`src/rtl/dacseq_pkg.sv`:
```
// Package: shared state type and cycle-count helper for the DAC refresh sequencer.
// Assumes: all timing parameters are non-negative and small enough for 64-bit math.
package dacseq_pkg;

    typedef enum logic [2:0] {
        SQ_LOAD   = 3'd0,
        SQ_SHIFT  = 3'd1,
        SQ_SETTLE = 3'd2,
        SQ_SAMPLE = 3'd3,
        SQ_GAP    = 3'd4
    } seq_state_t;

    // Converts a duration in ns to clock cycles, rounding up
    function automatic longint ns_to_cycles(input longint ns, input longint hz);
        return (ns * hz + 64'd999_999_999) / 64'd1_000_000_000;
    endfunction

endpackage

```
`src/rtl/dacseq_regfile.sv`:
```
// Module: code storage, one register per hold channel.
// What it does: keeps a code for each channel, takes host writes and gives the
//   code of one channel through a read port.
// Assumes: one write per cycle at most; a write becomes visible on the next cycle.
module dacseq_regfile #(
    parameter int          NCH        = 8,
    parameter int          CODE_W     = 12,
    parameter logic [11:0] RESET_CODE = 12'h800,
    localparam int         CH_W       = $clog2(NCH)
) (
    input  logic              clk,
    input  logic              rst_n,
    input  logic              wr_en,
    input  logic [CH_W-1:0]   wr_ch,
    input  logic [CODE_W-1:0] wr_code,
    input  logic [CH_W-1:0]   rd_ch,
    output logic [CODE_W-1:0] rd_code
);

    logic [CODE_W-1:0] codes [NCH];

    for (genvar g = 0; g < NCH; g++) begin : g_chan
        // Holds the stored code of channel g
        always_ff @(posedge clk) begin
            if (!rst_n)
                codes[g] <= CODE_W'(RESET_CODE);
            else if (wr_en && (wr_ch == CH_W'(g)))
                codes[g] <= wr_code;
        end
    end

    // Gives the code of the channel on the read port
    always_comb begin
        rd_code = codes[rd_ch];
    end

endmodule

```
`src/rtl/dacseq_shifter.sv`:
```
// Module: three-wire serial word transmitter for the DAC.
// What it does: on start, copies the code, pulls the strobe low and sends
//   CODE_W bits MSB first. Data changes on falling sclk and is valid on rising
//   sclk. After one low tail half-period it raises the strobe.
// Assumes: start is seen only while idle; HALF_CYC >= 1.
module dacseq_shifter #(
    parameter int CODE_W   = 12,
    parameter int HALF_CYC = 2,
    localparam int HALVES  = 2 * CODE_W,
    localparam int HC_W    = $clog2(HALVES + 1),
    localparam int DIV_W   = (HALF_CYC > 1) ? $clog2(HALF_CYC) : 1
) (
    input  logic              clk,
    input  logic              rst_n,
    input  logic              start,
    input  logic [CODE_W-1:0] code,
    output logic              sclk,
    output logic              sdata,
    output logic              ld_n,
    output logic              done
);

    logic              busy;
    logic [DIV_W-1:0]  div_cnt;
    logic [HC_W-1:0]   half_cnt;
    logic [CODE_W-1:0] shreg;
    logic              tick;

    // Marks the last cycle of each half-period
    always_comb begin
        tick = (div_cnt == DIV_W'(HALF_CYC - 1));
    end

    // Flags the final cycle of the tail, one cycle before the strobe rises
    always_comb begin
        done = busy && tick && (half_cnt == HC_W'(HALVES));
    end

    // Drives the serial lines through all the half-periods of a word
    always_ff @(posedge clk) begin
        if (!rst_n) begin
            busy     <= 1'b0;
            ld_n     <= 1'b1;
            sclk     <= 1'b0;
            shreg    <= '0;
            div_cnt  <= '0;
            half_cnt <= '0;
        end else if (!busy) begin
            if (start) begin
                busy     <= 1'b1;
                ld_n     <= 1'b0;
                shreg    <= code;
                div_cnt  <= '0;
                half_cnt <= '0;
            end
        end else if (tick) begin
            div_cnt <= '0;
            if (half_cnt == HC_W'(HALVES)) begin
                busy <= 1'b0;
                ld_n <= 1'b1;
            end else begin
                half_cnt <= half_cnt + 1'b1;
                sclk     <= ~sclk;
                if (sclk)
                    shreg <= {shreg[CODE_W-2:0], 1'b0};
            end
        end else begin
            div_cnt <= div_cnt + 1'b1;
        end
    end

    // Presents the current MSB on the data line
    always_comb begin
        sdata = shreg[CODE_W-1];
    end

endmodule

```
`src/rtl/dacseq_timer.sv`:
```
// Module: interval counter for the settle and sample windows.
// What it does: after a clear, counts cycles and flags the last cycle of a
//   window whose length is chosen per use.
// Assumes: the length is at least 1 and fits in CNT_W bits.
module dacseq_timer #(
    parameter int CNT_W = 12
) (
    input  logic             clk,
    input  logic             rst_n,
    input  logic             clear,
    input  logic [CNT_W-1:0] length,
    output logic             last
);

    logic [CNT_W-1:0] cnt;

    // Counts cycles since the last clear
    always_ff @(posedge clk) begin
        if (!rst_n || clear)
            cnt <= '0;
        else
            cnt <= cnt + 1'b1;
    end

    // Flags the cycle in which the window ends
    always_comb begin
        last = (cnt == length - 1'b1);
    end

endmodule

```
`src/rtl/dac_refresh_seq.sv`:
```
// Module: top of the multiplexed DAC refresh sequencer.
// What it does: for each channel in turn it sets sel, sends the stored code
//   to the DAC, waits SETTLE_CYC cycles, pulses smpl_en for SAMPLE_CYC
//   cycles, then waits one idle cycle and steps to the next channel.
// Assumes: NCH is a power of two; CLK_HZ is the real frequency of clk.
module dac_refresh_seq #(
    parameter longint CLK_HZ    = 250_000_000,
    parameter int     NCH       = 8,
    parameter int     CODE_W    = 12,
    parameter int     SCLK_HALF = 2,
    parameter longint SETTLE_NS = 1500,
    parameter longint SAMPLE_NS = 12700,
    localparam int    CH_W      = $clog2(NCH)
) (
    input  logic              clk,
    input  logic              rst_n,
    input  logic              wr_en,
    input  logic [CH_W-1:0]   wr_ch,
    input  logic [CODE_W-1:0] wr_code,
    output logic [CH_W-1:0]   sel,
    output logic              dac_sclk,
    output logic              dac_sdata,
    output logic              dac_ld_n,
    output logic              smpl_en
);
    import dacseq_pkg::*;

    localparam int SETTLE_CYC = int'(ns_to_cycles(SETTLE_NS, CLK_HZ));
    localparam int SAMPLE_CYC = int'(ns_to_cycles(SAMPLE_NS, CLK_HZ));
    localparam int MAX_CYC    = (SETTLE_CYC > SAMPLE_CYC) ? SETTLE_CYC : SAMPLE_CYC;
    localparam int CNT_W      = $clog2(MAX_CYC + 1);

    seq_state_t        state;
    logic [CH_W-1:0]   ch;
    logic [CODE_W-1:0] cur_code;
    logic              ld_done;
    logic              tmr_clear;
    logic              tmr_last;
    logic [CNT_W-1:0]  tmr_len;

    dacseq_regfile #(
        .NCH        (NCH),
        .CODE_W     (CODE_W),
        .RESET_CODE (12'h800)
    ) u_regs (
        .clk     (clk),
        .rst_n   (rst_n),
        .wr_en   (wr_en),
        .wr_ch   (wr_ch),
        .wr_code (wr_code),
        .rd_ch   (ch),
        .rd_code (cur_code)
    );

    dacseq_shifter #(
        .CODE_W   (CODE_W),
        .HALF_CYC (SCLK_HALF)
    ) u_shift (
        .clk   (clk),
        .rst_n (rst_n),
        .start (state == SQ_LOAD),
        .code  (cur_code),
        .sclk  (dac_sclk),
        .sdata (dac_sdata),
        .ld_n  (dac_ld_n),
        .done  (ld_done)
    );

    dacseq_timer #(
        .CNT_W (CNT_W)
    ) u_tmr (
        .clk    (clk),
        .rst_n  (rst_n),
        .clear  (tmr_clear),
        .length (tmr_len),
        .last   (tmr_last)
    );

    // Chooses the window length and restarts the timer at each phase change
    always_comb begin
        tmr_len   = (state == SQ_SAMPLE) ? CNT_W'(SAMPLE_CYC) : CNT_W'(SETTLE_CYC);
        tmr_clear = (state == SQ_SHIFT) || ((state == SQ_SETTLE) && tmr_last);
    end

    // Steps the per-channel phases and the channel index
    always_ff @(posedge clk) begin
        if (!rst_n) begin
            state   <= SQ_LOAD;
            ch      <= '0;
            smpl_en <= 1'b0;
        end else begin
            unique case (state)
                SQ_LOAD:   state <= SQ_SHIFT;
                SQ_SHIFT:  if (ld_done) state <= SQ_SETTLE;
                SQ_SETTLE: if (tmr_last) begin
                    state   <= SQ_SAMPLE;
                    smpl_en <= 1'b1;
                end
                SQ_SAMPLE: if (tmr_last) begin
                    state   <= SQ_GAP;
                    smpl_en <= 1'b0;
                end
                SQ_GAP: begin
                    ch    <= (ch == CH_W'(NCH - 1)) ? '0 : ch + 1'b1;
                    state <= SQ_LOAD;
                end
                default:   state <= SQ_LOAD;
            endcase
        end
    end

    // Drives the multiplexer select from the channel index
    always_comb begin
        sel = ch;
    end

endmodule

```
`config.mk`:
```
export PLATFORM = sky130hd
export DESIGN_NAME = dac_refresh_seq
export DESIGN_NICKNAME = d
export VERILOG_FILES = /design/src/rtl/dacseq_pkg.sv /design/src/rtl/dacseq_regfile.sv /design/src/rtl/dacseq_shifter.sv /design/src/rtl/dacseq_timer.sv /design/src/rtl/dac_refresh_seq.sv
export SDC_FILE = /design/constraint.sdc
export NUM_CORES = 1
export LEC_CHECK = 0
export ABC_AREA = 1
export CAP_MARGIN = 40
export CORE_MARGIN = 3
export CORE_UTILIZATION = 40
export CTS_CLUSTER_DIAMETER = 30
export DETAILED_ROUTE_END_ITERATION = 8
export DONT_BUFFER_PORTS = 1
export PLACE_DENSITY = 0.67
export SKIP_LAST_GASP = 1
export SLEW_MARGIN = 20
export SYNTH_ARGS = -nofsm -noshare
export SYNTH_HDL_FRONTEND = slang
export SYNTH_SLANG_ARGS = --single-unit
```
`constraint.sdc`:
```
create_clock -name clk -period 1.75 [get_ports clk]
set_input_delay 0.35 -clock clk [delete_from_list [all_inputs] [get_ports clk]]
set_output_delay 0.35 -clock clk [all_outputs]
set_load 0.05 [all_outputs]
```
; After elaboration in Yosys (flattened, before gate mapping)
; Memories as Yosys holds them, arrays and structs flattened. A register that Yosys moved wholly into a read port is not among the register bits.
; Index checks and enable logic that the tools add are counted.
[totals]
ff_bits = 40
ram_bits = 96
inputBits = 18
output_inout_bits = 7
word_cells = 134
mem_count = 1
[op_classes]
add_sub_neg = 5
eq_ne = 21
n_mux = 63
bitwise_logic = 10
n_reduce_logical = 24
[mem_list]
columns = name, words, width, read_ports, rd_ports_with_merged_regs, wr, line_no
row1 = u_regs.codes, 8, 12, 1, 1, 8, dacseq_regfile.sv:20  ; logic [CODE_W-1:0] codes [NCH];
[op_table]
columns = op, n
row1 = $mux 12, 14
row2 = $mux 1, 37
row3 = $mux 5, 4
row4 = $eq 3x3->1 const B, 6
row5 = $mux 3, 6
row6 = $reduce_and 3->1, 5
row7 = $add 12x1->12 const B, 1
row8 = $eq 12x12->1, 1
row9 = $eq 3x2->1 const B, 4
row10 = $ne 2x2->1 const B, 6
row11 = $pmux 3 s4, 1
row12 = $sub 12x1->12 const B, 1
row13 = $logic_and 1x1->1, 11
row14 = $or 1x1->1, 8
row15 = $eq 3x1->1 const B, 2
row16 = $logic_not 3->1, 2
row17 = $add 5x1->5 const B, 1
row18 = $eq 5x5->1 const B, 1
row19 = $reduce_and 4->1, 1
row20 = $reduce_bool 2->1, 2
row21 = $add 3x1->3 const B, 1
row22 = $logic_or 1x1->1, 2
row23 = $ne 2x1->1 const B, 1
row24 = $not 1->1, 2
row25 = 3 further kinds, 3

; Depth between registers and ports, before layout
; Gate-level depths: netlist (run 1).
[logic_depth]
word_depth = 7
ltp_mapped = 10
mapped_depth_nobuf = 10

; Cells and area by module
; A second synthesis (run 1) with hierarchy kept.
[hier_totals]
hier_cells = 963
hier_area_um2 = 7350.8
[modules_own_cells]
columns = mod, n_inst, cells_each, area_each_um2, seq_area_each_um2
row1 = dacseq_regfile, 1, 568, 4799.6, 2882.8
row2 = dacseq_shifter, 1, 171, 1146.1, 420.4
row3 = dacseq_timer, 1, 168, 1027.2, 240.2
row4 = dac_refresh_seq, 1, 56, 377.9, 140.1

; Least setup slack after synthesis (run 1)
; No wires, ideal clock.
[synth_path]
path_type = input port to flip-flop
start = input wr_ch[0]
end = memory u_regs.codes[5][0] (enable)
setup_ns = 0.398
t_arrival_ns = 1.456
t_required_ns = 1.352
slack_ns = -0.104
cell_stages = 4
n_path_buf = 0
path_cell_list = inv_1 nor2_1 inv_1 o21ai_0
[synth_rtl]
columns = item, line_no
row1 = from (decl), dac_refresh_seq.sv:18  ; input logic [CH_W-1:0] wr_ch,
row2 = to (decl), dacseq_regfile.sv:20

; Worst setup path in the final report (run 1)
[layout_path]
start = register u_tmr.cnt[0]
end = register u_tmr.cnt[4]
[layout_via]
elab_chain_cells = 4
word_cells_on_any_way = 5
cone_classes = add/sub: 1 / eq/ne: 1 / reduce/logical: 3
[layout_rtl]
columns = item, line_no
row1 = from (decl), dacseq_timer.sv:15  ; logic [CNT_W-1:0] cnt;
row2 = from (signal assigned), dacseq_timer.sv:22  ; cnt <= cnt + 1'b1;
row3 = branches (longest 4 deep; another with $add 12x1->12), --
; Several ways; the timed one is not identified.
; A chain may end at the register's enable or synchronous reset.

==> flow_metrics.env, run 1 <==
export IMPL_syn_inst=713
export IMPL_finalWirelength_um=13500
export IMPL_die_area_sq_um=17700
export IMPL_leakagePower_uw=0.00283
export IMPL_holdPathStages=1
export IMPL_maxCapViolCount=0
export IMPL_timing_final_crit_share_pct=88.4
export IMPL_netlist_cell_type_count=35
export IMPL_grt_pass1_wl_um=22200
export IMPL_max_freq_ghz=0.646
export IMPL_syn2layout_area_growth_pct=13.0
export IMPL_synth_nets=737
export IMPL_status="completed"
export IMPL_r2r_cells=7
export IMPL_rsz0062_at_grt="no"
export IMPL_synth_seq_area_share_pct=58.0
export IMPL_clk_latency_ns=0.42
export IMPL_cts_sinks=139
export IMPL_synth_warnings=0
export IMPL_grt_max_degree=49
export IMPL_drive_gt1_share_pct=11.6
export IMPL_drt_vias_per_instance=4.90
export IMPL_dr_pass1_iters=5
export IMPL_clk_pin_slew_worst_paths_ns=0.06
export IMPL_avgSynthCellArea_sq_um=9.06
export IMPL_die_x_um=133
export IMPL_clock_skew_ns=0.00760
export IMPL_period_needed_ns=1.55
export IMPL_worstSetupPathType="flop to flop"
export IMPL_core_sq_um=15500
export IMPL_cts_buffer_depth=2
export IMPL_grt_util_all_layers_pct=16.1
export IMPL_instances_no_fill=942
export IMPL_grt_pass1_vias=4381
export IMPL_drc_errors=0
export IMPL_wl_per_cell_um=14.3
export IMPL_power_uw=9110
export IMPL_dp_hpwl_um=8880
export IMPL_nets=742
export IMPL_num_rows=45
export IMPL_cts_setup_buffers=0
export IMPL_place_port_buffers=0
export IMPL_synth_seq_cells=139
export IMPL_drtIter0Drc=304
export IMPL_dp_cells=910
export IMPL_hold_violations=0
export IMPL_htreeDepth=4
export IMPL_hp_class="primary input to flop"
export IMPL_finalMaxSlewViolations=0
export IMPL_syn_area_sq_um=6460
export IMPL_antenna_found_initial=0
export IMPL_p_per_area_nw_per_um2=1250
export IMPL_worstSetupEndpointType="flop"
export IMPL_io_pin_count=25
export IMPL_peakVddDrop_mv=0.746
export IMPL_die_h_um=133
export IMPL_grt_overflow=0
export IMPL_tightest_slew_ns=0.543
export IMPL_cp_max_fo=12
export IMPL_holdWs_ns=0.0273
export IMPL_numCtsBuffers=17
export IMPL_cts_root_buffer="clkbuf_16"
export IMPL_setup_viol=0
export IMPL_ant_nets=0
export IMPL_place_congestion=0.800
export IMPL_crit_path_start_kind="flop"
export IMPL_max_slew_margin_rel_pct=63.8
export IMPL_vias=4612
export IMPL_start_util_pct=41.7
export IMPL_diodes=0
export IMPL_worstPathArrival_ns=1.85
export IMPL_cts_tree="done"
export IMPL_crit_required_ns=2.05
-- what timing repair did --
| item | 4_1_cts | 5_1_grt |
|---|---|---|
| endpoints found under the hold margin | 0 | 0 |
| hold buffers | 0 | 0 |
| resized for setup | 0 | 1 |
| endpoints found under the setup margin | 0 | 1 |
-- worst max-delay path, cell delays in order (launching register included) --
cell and delay [ns]:
dfxtp_1 0.35, inv_1 0.07, ha_1 0.14, nand2_1 0.05, nor2_1 0.24, nand4_2 0.18
nand3b_4 0.33, nor2_1 0.07
-- report_power, final --
| part | internal, uW | total, uW | switching [uW] |
|---|---|---|---|
| registers | 3840 | 4080 | 237 |
| logic | 487 | 1470 | 987 |
| clock network | 2120 | 3560 | 1440 |
-- Yosys cell counts (all sizes together) --
cell	count	area (sq um)
edfxtp	96	2880
a21oi	22	125
o211a	1	10.0
nand2	167	649
or2	1	6.26
xnor2	1	8.76
nand3b	2	27.5
o21ai	14	73.8
nor2	152	671
buf	22	154
clkbuf	12	55.1
nand4	5	37.5
ha	6	75.1
nor3	14	70.1
xor2	10	87.6
inv	54	203
dfxtp	43	861
nand3	90	455
and3	1	7.51
-- flip-flops by register name, indices dropped and copies added, names as in the netlist, named ones only --
signal / flops
smpl_en: 1
u_shift.div_cnt: 1
state: 3
u_shift.shreg: 12
u_regs.codes: 96
u_shift.busy: 1
u_shift.half_cnt: 5
u_tmr.cnt: 12
sel: 3
u_shift.sclk: 1
u_shift.ld_n: 1
-- kinds of logic after synthesis --
group | after synthesis | share of synthesized area [%]
simple gates | 432 | 29.8
flops | 139 | 58.0
buf+inv | 88 | 6.37
compound gates | 37 | 3.23
xor+xnor | 11 | 1.49
fa+ha+maj | 6 | 1.16
-- stage by stage --
| step | TNS (ns) | util (%) | area (sq um) | worst slack (ns) |
|---|---|---|---|---|
| 2_1_floorplan | -0.721 | - | 6460 | -0.0300 |
| 3_3_place_gp | 0 | 43.3 | 6700 | 0.265 |
| 3_5_place_dp | 0 | 43.3 | 6700 | 0.228 |
| 4_1_cts | 0 | 47.1 | 7290 | 0.184 |
| 5_1_grt | 0 | 47.2 | 7300 | 0.0347 |
| 6_report | 0 | 47.2 | 7300 | 0.203 |
-- layer usage --
layer	routed length, um	vias up	GRT usage, %
met5	0	-	0
met4	270	0	6.47
met3	675	23	4.33
met2	6370	103	25.5
met1	6190	2141	20.9
li1	-	2345	-
-- worst paths after layout --
check                   startpoint          endpoint  slack, ns
hold reg to reg   u_shift.shreg[7]  u_shift.shreg[7]       0.47
hold / removal               rst_n      u_shift.ld_n       0.03
setup reg to reg      u_tmr.cnt[0]      u_tmr.cnt[4]       0.20
setup / recovery      u_tmr.cnt[0]      u_tmr.cnt[4]       0.20
-- layout make-up --
cell class	instances	area (sq um)
clock buffers	17	425
clock inverters	15	164
fillers	1434	8180
inverters	54	203
multi-input cells	486	2310
flip-flops and latches	139	3740
well taps	211	264
repair buffers	20	188
-- cells in the final DEF (no fill, tap or decap), types with 10 or more instances in the layout --
master / instances
a21oi_1: 18
nor2_4: 11
xor2_1: 10
nand3_1: 89
nor2_1: 134
clkbuf_16: 17
inv_1: 53
nand2_1: 162
dfxtp_1: 43
buf_4: 17
edfxtp_1: 96
nor3_1: 14
Note: power is estimated with default switching activity, not from simulation.
==> run 2: changes to the inputs <==
- SLEW_MARGIN: 20 -> 25
==> results of run 2 <==
No change in the layout: final DEF, timing and power equal those of run 1.
==> run 3: changes to the inputs <==
- CORE_MARGIN: 3 -> unset
- CTS_BUF_LIST: unset -> sky130_fd_sc_hd__clkbuf_4
==> run 3 against run 2 <==
Effect of this change:
- cell count increased by 0.85%
- sequential cell count unchanged
- clock power decreased by 41%
- utilization decreased by 2.8 points
- critical endpoint is now dac_sdata
- sequential power about the same
- critical path depth decreased by 7
- design area decreased by 3.8%
- register-to-register slack about the same
- wire length decreased by 0.93%
- critical path type is now flop to output port
==> flow_metrics.env, run 3 (synthesis gave the netlist of run 1 again) <==
export IMPL_io_pin_count=25
export IMPL_finalWirelength_um=13400
export IMPL_place_port_buffers=0
export IMPL_drt_vias_per_instance=4.82
export IMPL_setup_viol=0
export IMPL_clkPwrFrac_pct=27.4
export IMPL_ant_nets=0
export IMPL_drive_gt1_share_pct=11.9
export IMPL_grt_pass1_vias=4481
export IMPL_dr_pass1_iters=4
export IMPL_worstSetupEndpointType="output port"
export IMPL_maxCapViolCount=0
export IMPL_largest_register="u_regs.codes"
export IMPL_worstPathArrival_ns=1.24
export IMPL_wl_per_cell_um=14.1
export IMPL_clock_skew_ns=0.0151
export IMPL_worstHoldStart="wr_en"
export IMPL_leakagePower_uw=0.00271
export IMPL_worstSetupPathType="flop to output port"
export IMPL_clk_latency_ns=0.56
export IMPL_largest_reg_flops=96
export IMPL_drc_errors=0
export IMPL_num_rows=46
export IMPL_cts_buffer_depth=2
export IMPL_hold_violations=0
export IMPL_pwr_share_comb_pct=19.2
export IMPL_crit_path_start_kind="flop"
export IMPL_timing_final_crit_share_pct=90.7
export IMPL_clk_pin_slew_worst_paths_ns=0.11
export IMPL_nets=744
export IMPL_die_x_um=129
export IMPL_antenna_found_initial=1
export IMPL_cts_root_buffer="clkbuf_4"
export IMPL_syn2layout_area_growth_pct=8.75
export IMPL_swShare_pct=32.0
export IMPL_crit_required_ns=1.40
export IMPL_switching_power_uw=2430
export IMPL_grt_max_degree=43
export IMPL_grt_pass1_wl_um=22000
export IMPL_r2r_start="u_shift.half_cnt[0]"
export IMPL_tightest_slew_ns=0.552
export IMPL_holdWs_ns=0.0717
export IMPL_p_per_area_nw_per_um2=1080
export IMPL_top_regs="u_regs.codes: 96 flops, u_shift.shreg: 12 flops, u_tmr.cnt: 12 flops"
export IMPL_final_area_sq_um=7030
export IMPL_placed_area_sq_um=6730
export IMPL_final_cell_mix="nand2_1 (162), nor2_1 (134), edfxtp_1 (96), nand3_1 (89), inv_1 (53)"
export IMPL_peakVddDrop_mv=0.601
export IMPL_status="completed"
export IMPL_vias=4579
export IMPL_numCtsBuffers=17
export IMPL_hp_class="primary input to flop"
export IMPL_place_congestion=0.775
export IMPL_finalMaxSlewViolations=0
export IMPL_crit_cells=0
export IMPL_holdPathStages=3
export IMPL_seqPwrFrac_pct=53.3
export IMPL_start_util_pct=40.8
export IMPL_cellInternalPower_uw=5180
export IMPL_period_needed_ns=1.59
export IMPL_holdPathEnd="u_regs.codes[4][11]"
export IMPL_cts_sinks=139
export IMPL_htreeDepth=4
export IMPL_power_uw=7610
export IMPL_dp_hpwl_um=8820
export IMPL_rsz0062_at_grt="no"
export IMPL_grt_overflow=0
export IMPL_die_area_sq_um=16700
export IMPL_cts_setup_buffers=0
export IMPL_max_slew_margin_rel_pct=63.1
export IMPL_grt_util_all_layers_pct=17.8
export IMPL_die_h_um=129
export IMPL_core_sq_um=15800
export IMPL_drtIter0Drc=340
export IMPL_fill_cells=1529
export IMPL_cts_resized=0
export IMPL_rr_endpoint="u_shift.shreg[11]"
export IMPL_r2r_cells=9
export IMPL_cts_tree="done"
export IMPL_mostFrequentLayoutCell="nand2_1"
export IMPL_cp_max_fo=2
export IMPL_max_freq_ghz=0.630
export IMPL_r2r_slack_ns=0.20
run 3: changes by cell type in the layout (fill, tap and decap cells not counted), sizes merged:
cell	previous run	this run
buf	20	21
clkbuf	17	18
clkinvlp	3	4
inv	59	55
clkinv	5	7
dlygate4sd3	0	1
diode	0	1
run 3: how the worst max path moves through the flow:
| stage | endpoint | startpoint |
|---|---|---|
| floorplan | u_regs.codes[6][0] | wr_en |
| global placement | u_tmr.cnt[5] | u_tmr.cnt[0] |
| detailed placement | u_tmr.cnt[5] | u_tmr.cnt[0] |
| CTS | dac_sdata | u_shift.shreg[11] |
| global route | u_shift.shreg[11] | u_shift.half_cnt[0] |
| finish | dac_sdata | u_shift.shreg[11] |
run 3: timing repair:
item,4_1_cts,5_1_grt
hold endpoints to repair,16,0
setup endpoints to repair,0,0
hold buffers,1,0
run 3: area by class of cell:
class | count | area (sq um) | share of cell area [%]
Multi-Input combinational cell | 486 | 2300 | 32.8
Inverter | 54 | 203 | 2.89
Sequential cell | 139 | 3740 | 53.3
Antenna cell | 1 | 2.50 | 0.0356
Clock inverter | 14 | 149 | 2.12
Tap cell | 216 | 270 | 3.85
Timing Repair Buffer | 22 | 218 | 3.10
Clock buffer | 18 | 135 | 1.92
run 3: power by group through the flow:
stage,logic [uW],clock network (uW),registers [uW]
after floorplan,1260,0,4130
after global placement,1450,0,4130
after detailed placement,1470,0,4140
after CTS,1480,2140,4060
after global routing,1670,2260,4110
final,1460,2090,4060
run 3: metal layers:
metal  global-route usage [%]  up-vias  wire length [um]
li1                         -     2349                 -
met1                     20.7     2104              5870
met2                     30.3      104              6520
met3                     5.53       22               761
met4                     7.89        0               241
met5                        0        -                 0
run 3: stage by stage:
stage | cells | TNS [ns] | setup WS, ns | util, %
detailed placement | 916 | 0 | 0.243 | 42.5
CTS | 949 | 0 | 0.101 | 44.4
global route | 950 | 0 | 0.0436 | 44.4
finish | 950 | 0 | 0.163 | 44.4
global placement | 916 | 0 | 0.262 | 42.5
floorplan | 713 | -0.721 | -0.0300 | -
